==> config.mk <==
export PLATFORM = sky130hd
export DESIGN_NAME = tamper_ts_capture
export DESIGN_NICKNAME = d
export VERILOG_FILES = /design/src/rtl/tsc_pkg.sv /design/src/rtl/tsc_trigger.sv /design/src/rtl/tsc_ctrl_regs.sv /design/src/rtl/tsc_snapshot.sv /design/src/rtl/tsc_rdmux.sv /design/src/rtl/tamper_ts_capture.sv
export SDC_FILE = /design/constraint.sdc
export NUM_CORES = 1
export LEC_CHECK = 0
export ABC_AREA = 1
export CAP_MARGIN = 30
export CORE_ASPECT_RATIO = 0.8
export CORE_UTILIZATION = 39
export CTS_CLUSTER_DIAMETER = 50
export CTS_CLUSTER_SIZE = 30
export DETAILED_ROUTE_END_ITERATION = 6
export PLACE_DENSITY = 0.78
export SYNTH_ARGS = -nofsm -noshare
export SYNTH_HDL_FRONTEND = slang
export SYNTH_SLANG_ARGS = --single-unit
==> constraint.sdc <==
create_clock -name clk -period 1.85 [get_ports clk]
set_input_delay 0.2775 -clock clk [delete_from_list [all_inputs] [get_ports clk]]
set_output_delay 0.2775 -clock clk [all_outputs]
set_load 0.005 [all_outputs]
==> src/rtl/tsc_pkg.sv <==
package tsc_pkg;
  localparam int unsigned NUM_FIELDS = 6;
  localparam int unsigned BYTE_W     = 8;

  // register addresses
  localparam int unsigned ADR_FLAG_A = 0;
  localparam int unsigned ADR_FLAG_B = 1;
  localparam int unsigned ADR_CFG    = 2;
  localparam int unsigned ADR_SNAP0  = 3;

  // bit positions inside the registers
  localparam int unsigned BIT_FLAG   = 0;
  localparam int unsigned BIT_IE     = 1;
  localparam int unsigned BIT_OFF    = 0;
  localparam int unsigned BIT_KEEP   = 1;
  localparam int unsigned BIT_SW     = 2;

  typedef struct packed {
    logic sw_en;
    logic keep;
    logic off;
  } tsc_cfg_t;

  // low-order mask for a field of the given width
  function automatic logic [BYTE_W-1:0] width_mask(input int unsigned w);
    logic [BYTE_W-1:0] m;
    m = '0;
    for (int i = 0; i < int'(BYTE_W); i++) begin
      if (i < int'(w)) m[i] = 1'b1;
    end
    return m;
  endfunction

  // packed mask vector, field 0 in the lowest byte
  function automatic logic [NUM_FIELDS*BYTE_W-1:0] pack_masks(
    input int unsigned w0, input int unsigned w1, input int unsigned w2,
    input int unsigned w3, input int unsigned w4, input int unsigned w5);
    return {width_mask(w5), width_mask(w4), width_mask(w3),
            width_mask(w2), width_mask(w1), width_mask(w0)};
  endfunction
endpackage

==> src/rtl/tsc_trigger.sv <==
module tsc_trigger
  import tsc_pkg::*;
(
  input  logic     tamper_evt,
  input  logic     batt_evt,
  input  tsc_cfg_t cfg,
  input  logic     flag_a,
  input  logic     flag_b,
  output logic     cap_fire,
  output logic     cap_store
);
  logic any_src;
  logic frozen;

  always_comb begin
    any_src   = tamper_evt | (batt_evt & cfg.sw_en);
    cap_fire  = any_src & ~cfg.off;
    frozen    = cfg.keep & (flag_a | flag_b);
    cap_store = cap_fire & ~frozen;
  end
endmodule

==> src/rtl/tsc_ctrl_regs.sv <==
module tsc_ctrl_regs
  import tsc_pkg::*;
#(
  parameter int unsigned ADDR_W = 4
) (
  input  logic              clk,
  input  logic              rst_n,
  input  logic              wr,
  input  logic [ADDR_W-1:0] addr,
  input  logic [BYTE_W-1:0] wdata,
  input  logic              cap_fire,
  output tsc_cfg_t          cfg,
  output logic              flag_a,
  output logic              flag_b,
  output logic              irq_en
);
  logic wr_a, wr_b, wr_c;

  always_comb begin
    wr_a = wr && (addr == ADDR_W'(ADR_FLAG_A));
    wr_b = wr && (addr == ADDR_W'(ADR_FLAG_B));
    wr_c = wr && (addr == ADDR_W'(ADR_CFG));
  end

  always_ff @(posedge clk or negedge rst_n) begin
    if (!rst_n) begin
      flag_a <= 1'b0;
      flag_b <= 1'b0;
      irq_en <= 1'b0;
      cfg    <= '0;
    end else begin
      // event has priority over a clear written in the same cycle
      if (cap_fire)                        flag_a <= 1'b1;
      else if (wr_a && !wdata[BIT_FLAG])   flag_a <= 1'b0;
      if (cap_fire)                        flag_b <= 1'b1;
      else if (wr_b && !wdata[BIT_FLAG])   flag_b <= 1'b0;
      if (wr_b) irq_en <= wdata[BIT_IE];
      if (wr_c) begin
        cfg.off   <= wdata[BIT_OFF];
        cfg.keep  <= wdata[BIT_KEEP];
        cfg.sw_en <= wdata[BIT_SW];
      end
    end
  end
endmodule

==> src/rtl/tsc_snapshot.sv <==
module tsc_snapshot
  import tsc_pkg::*;
#(
  parameter logic [NUM_FIELDS*BYTE_W-1:0] FIELD_MASKS = '1
) (
  input  logic                         clk,
  input  logic                         rst_n,
  input  logic                         store,
  input  logic [NUM_FIELDS*BYTE_W-1:0] live_bus,
  output logic [NUM_FIELDS*BYTE_W-1:0] ts_bus
);
  for (genvar g = 0; g < NUM_FIELDS; g++) begin : g_fld
    localparam logic [BYTE_W-1:0] FMASK = FIELD_MASKS[g*BYTE_W +: BYTE_W];
    logic [BYTE_W-1:0] q;
    always_ff @(posedge clk or negedge rst_n) begin
      if (!rst_n)     q <= '0;
      else if (store) q <= live_bus[g*BYTE_W +: BYTE_W] & FMASK;
    end
    assign ts_bus[g*BYTE_W +: BYTE_W] = q;
  end
endmodule

==> src/rtl/tsc_rdmux.sv <==
module tsc_rdmux
  import tsc_pkg::*;
#(
  parameter int unsigned ADDR_W = 4
) (
  input  logic [ADDR_W-1:0]            addr,
  input  tsc_cfg_t                     cfg,
  input  logic                         flag_a,
  input  logic                         flag_b,
  input  logic                         irq_en,
  input  logic [NUM_FIELDS*BYTE_W-1:0] ts_bus,
  output logic [BYTE_W-1:0]            rdata
);
  always_comb begin
    rdata = '0;
    if (addr == ADDR_W'(ADR_FLAG_A)) begin
      rdata[BIT_FLAG] = flag_a;
    end else if (addr == ADDR_W'(ADR_FLAG_B)) begin
      rdata[BIT_FLAG] = flag_b;
      rdata[BIT_IE]   = irq_en;
    end else if (addr == ADDR_W'(ADR_CFG)) begin
      rdata[BIT_OFF]  = cfg.off;
      rdata[BIT_KEEP] = cfg.keep;
      rdata[BIT_SW]   = cfg.sw_en;
    end else begin
      for (int i = 0; i < int'(NUM_FIELDS); i++) begin
        if (addr == ADDR_W'(ADR_SNAP0 + i)) rdata = ts_bus[i*BYTE_W +: BYTE_W];
      end
    end
  end
endmodule

==> src/rtl/tamper_ts_capture.sv <==
module tamper_ts_capture
  import tsc_pkg::*;
#(
  parameter int unsigned ADDR_W = 4,
  parameter int unsigned SEC_W  = 7,
  parameter int unsigned MIN_W  = 7,
  parameter int unsigned HOUR_W = 6,
  parameter int unsigned DAY_W  = 6,
  parameter int unsigned MON_W  = 5,
  parameter int unsigned YEAR_W = 8
) (
  input  logic              clk,
  input  logic              rst_n,
  input  logic              tamper_evt,
  input  logic              batt_evt,
  input  logic [7:0]        live_sec,
  input  logic [7:0]        live_min,
  input  logic [7:0]        live_hour,
  input  logic [7:0]        live_day,
  input  logic [7:0]        live_mon,
  input  logic [7:0]        live_year,
  input  logic              reg_wr,
  input  logic [ADDR_W-1:0] reg_addr,
  input  logic [7:0]        reg_wdata,
  output logic [7:0]        reg_rdata,
  output logic [7:0]        ts_sec,
  output logic [7:0]        ts_min,
  output logic [7:0]        ts_hour,
  output logic [7:0]        ts_day,
  output logic [7:0]        ts_mon,
  output logic [7:0]        ts_year,
  output logic              evt_flag_a,
  output logic              evt_flag_b,
  output logic              irq_req
);
  localparam logic [NUM_FIELDS*BYTE_W-1:0] MASKS =
    pack_masks(SEC_W, MIN_W, HOUR_W, DAY_W, MON_W, YEAR_W);

  tsc_cfg_t                     cfg_q;
  logic                         cap_fire;
  logic                         cap_store;
  logic                         irq_en_q;
  logic [NUM_FIELDS*BYTE_W-1:0] live_bus;
  logic [NUM_FIELDS*BYTE_W-1:0] ts_bus;

  assign live_bus = {live_year, live_mon, live_day, live_hour, live_min, live_sec};

  tsc_trigger u_trig (
    .tamper_evt (tamper_evt),
    .batt_evt   (batt_evt),
    .cfg        (cfg_q),
    .flag_a     (evt_flag_a),
    .flag_b     (evt_flag_b),
    .cap_fire   (cap_fire),
    .cap_store  (cap_store)
  );

  tsc_ctrl_regs #(.ADDR_W(ADDR_W)) u_regs (
    .clk      (clk),
    .rst_n    (rst_n),
    .wr       (reg_wr),
    .addr     (reg_addr),
    .wdata    (reg_wdata),
    .cap_fire (cap_fire),
    .cfg      (cfg_q),
    .flag_a   (evt_flag_a),
    .flag_b   (evt_flag_b),
    .irq_en   (irq_en_q)
  );

  tsc_snapshot #(.FIELD_MASKS(MASKS)) u_snap (
    .clk      (clk),
    .rst_n    (rst_n),
    .store    (cap_store),
    .live_bus (live_bus),
    .ts_bus   (ts_bus)
  );

  tsc_rdmux #(.ADDR_W(ADDR_W)) u_rd (
    .addr   (reg_addr),
    .cfg    (cfg_q),
    .flag_a (evt_flag_a),
    .flag_b (evt_flag_b),
    .irq_en (irq_en_q),
    .ts_bus (ts_bus),
    .rdata  (reg_rdata)
  );

  assign {ts_year, ts_mon, ts_day, ts_hour, ts_min, ts_sec} = ts_bus;
  assign irq_req = irq_en_q & (evt_flag_a | evt_flag_b);
endmodule

==> qor.yml <==
status: "finished, final reports clean"
synth_seq_area_share: 0.4964
grt_pass1_vias: 2119
tightest_slew_ns: 0.5078
critPathTopFamily: "simple AND/OR/NAND/NOR gates"
synth-edff-count: 0
cts-root-buf: "clkbuf_8"
cpMaxStageDelayCell: "or2_0"
required_ns: 1.57
final.period_utilization: 0.9813
via_per_inst: 4.702
holdCritPathClass: "input pin to asynchronous set/reset pin"
grt_pass1_wl_um: 10050
final_common_cell: "clkdlybuf4s50_1"
avgSynthCellArea_um2: 9.993
antenna_found_initial: 0
cts.sinks: 45
synthSimpleGateAreaFrac: 0.1815
path_class: "input pin to output pin"
die_area_um2: 6127
die_w_um: 87.27
wl_met1_um: 2703
drtAntennaViolNets: 0
nets: 425
grtUsageTotal: 0.2140
first_iter_violations: 92
clock_latency_ns: 0.30
synth_top_family_by_area: "simple AND/OR/NAND/NOR gates"
period_minus_slack_ns: 1.815
vias: 2064
r2r_slack_ns: 0.44
topRoutingLayerUsed: "met4"
die_h_um: 70.22
worstSetupEndpointType: "output pin"
n_fill_cell: 450
setup_slack_ns: 0.03466
first_pass_iters: 4
clkTransAtPathRegs_ns: 0.09
diodes: 0
dpl_cell_area_um2: 3481
critPathMaxStageDelay_ns: 0.21
slew_headroom: 0.6615
arrival_ns: 1.54
synthXorXnorAreaFrac: 0
drv_slew: 0
synth_cell_types: 29
portBuffers: 100
overflow: 0
wl_met3_um: 449
routed_wirelength_um: 6194
setup_tns_ns: 0
grt_max_degree: 26
synthAdderAreaFrac: 0
drive_above_1_share: 0.2078
synth_compound_area_frac: 0.06012
place_ws_ns: -0.6685
final_cell_mix: "88 x clkdlybuf4s50_1, 45 x dfrtp_1, 42 x nand2_1"
start_util: 0.4106
clock_path_buffers: 2
p_leak_nw: 1.732
netlist_area_um2: 2268
synth-main-ff-cell: "dfrtp_1"
hold_violations: 0
synth.area.mux_share: 0.1771
setup_viol: 0
path_max_fanout: 6
ys_seq_elements: 45
wl_per_cell_um: 14.11
syn-instance-count: 227
drc: 0
skew_ns: 0.01186
start_kind: "input pin"
final_area_um2: 3672
routed-wl-met2_um: 2973
irDropWorstVdd_mv: 0.6295
ioPinCount: 124
cts_tree: "built"
numCtsBuffers: 5
async_flop_share: 1.000
ys_warn_count: 0
timing.fmax_mhz: 550.9
fin_util: 0.6646
row_count: 24
powerDensity_nw_per_um2: 1211
gp_congestion: 0.8155
drv_cap: 0
critPathBufInv: 3
crit_chain: "clkbuf_4 > inv_2 > nor2_4 > nand2_4 > or2_0 > nand2_1 > nand4_1 > nor2_2 > nor2_1 > buf_2"
cts_max_level: 2
syn2layout_area_growth_pct: 61.89
fp.coreArea_um2: 5525
multi_input_area_um2: 1010
post-dp-hpwl_um: 4783
seqCellArea_um2: 1126
## cells in the mapped netlist, types with 6 or more instances
cell     instances  area share
mux2_1          30        0.15
dfrtp_1         45        0.50
a21oi_1          9       0.020
nand3_1         12       0.026
inv_1           16       0.026
buf_4            9       0.030
inv_2            6      0.0099
nand2_1         44       0.073
o21ai_0          9       0.020
nor2_1          16       0.026
## logic make-up (layout without fill, tap and decap cells)
| logic type | count (synthesis) | after routing |
|---|---|---|
| AND/OR/NAND/NOR | 86 | 86 |
| multiplexers | 35 | 35 |
| flip-flops | 45 | 45 |
| buffers and inverters | 35 | 161 |
| other | 1 | 9 |
| AO/OA/AOI/OAI | 25 | 25 |
## through the flow
step                      total power, mW  hold WS, ns  instances
after floorplan                     2.359     -0.01809        235
after global placement              3.629       0.2698        421
after detailed placement            3.674       0.2759        421
after CTS                           4.466       0.4905        434
after global routing                4.711       0.5363        439
final                               4.448       0.4712        439
## final cells by class
class,count,area share
repair buffers,131,0.3376
flip-flops and latches,45,0.3066
multi-input cells,155,0.2750
well taps,78,0.02658
clock buffers,7,0.02351
inverters,22,0.02249
clock inverters,1,0.008177
## worst paths after layout
check / startpoint / to / depth (start not counted)
worst min-delay path: rst_n / u_snap.g_fld[5].q[0] / 2
worst max register to register: u_regs.flag_b / u_snap.g_fld[1].q[4] / 4
min in group clk: u_snap.g_fld[2].q[5] / u_snap.g_fld[2].q[5] / 1
max in group asynchronous: rst_n / u_snap.g_fld[1].q[1] / 3
worst min register to register: u_snap.g_fld[2].q[5] / u_snap.g_fld[2].q[5] / 1
worst max-delay path: reg_addr[2] / reg_rdata[1] / 10
## sequential cells by signal, indices dropped and copies added, names as in the netlist
name	cells
u_regs.cfg	3
u_regs.irq_en	1
u_regs.flag_a	1
u_regs.flag_b	1
u_snap.g_fld.q	39
## metal layers
| layer | vias up | global-route usage |
|---|---|---|
| met5 | - | 0 |
| met4 | 0 | 0.06193 |
| met3 | 9 | 0.05556 |
| met2 | 81 | 0.3550 |
| met1 | 979 | 0.2744 |
| li1 | 995 | - |
## report_power, final
part           switching, mW  total [mW]  internal, mW
registers              0.400        1.84          1.44
clock network          0.324       0.765         0.440
logic                  0.595        1.84          1.25
## timing repair
item / in CTS / in global routing
endpoints found under the hold margin: 20 / 0
resized for setup: 32 / 16
endpoints found under the setup margin: 8 / 6
pin swaps: 5 / 11
hold buffers: 1 / 0
cloned: 0 / 0
setup buffers: 4 / 5
No activity file was read; power rests on OpenSTA's default activity.
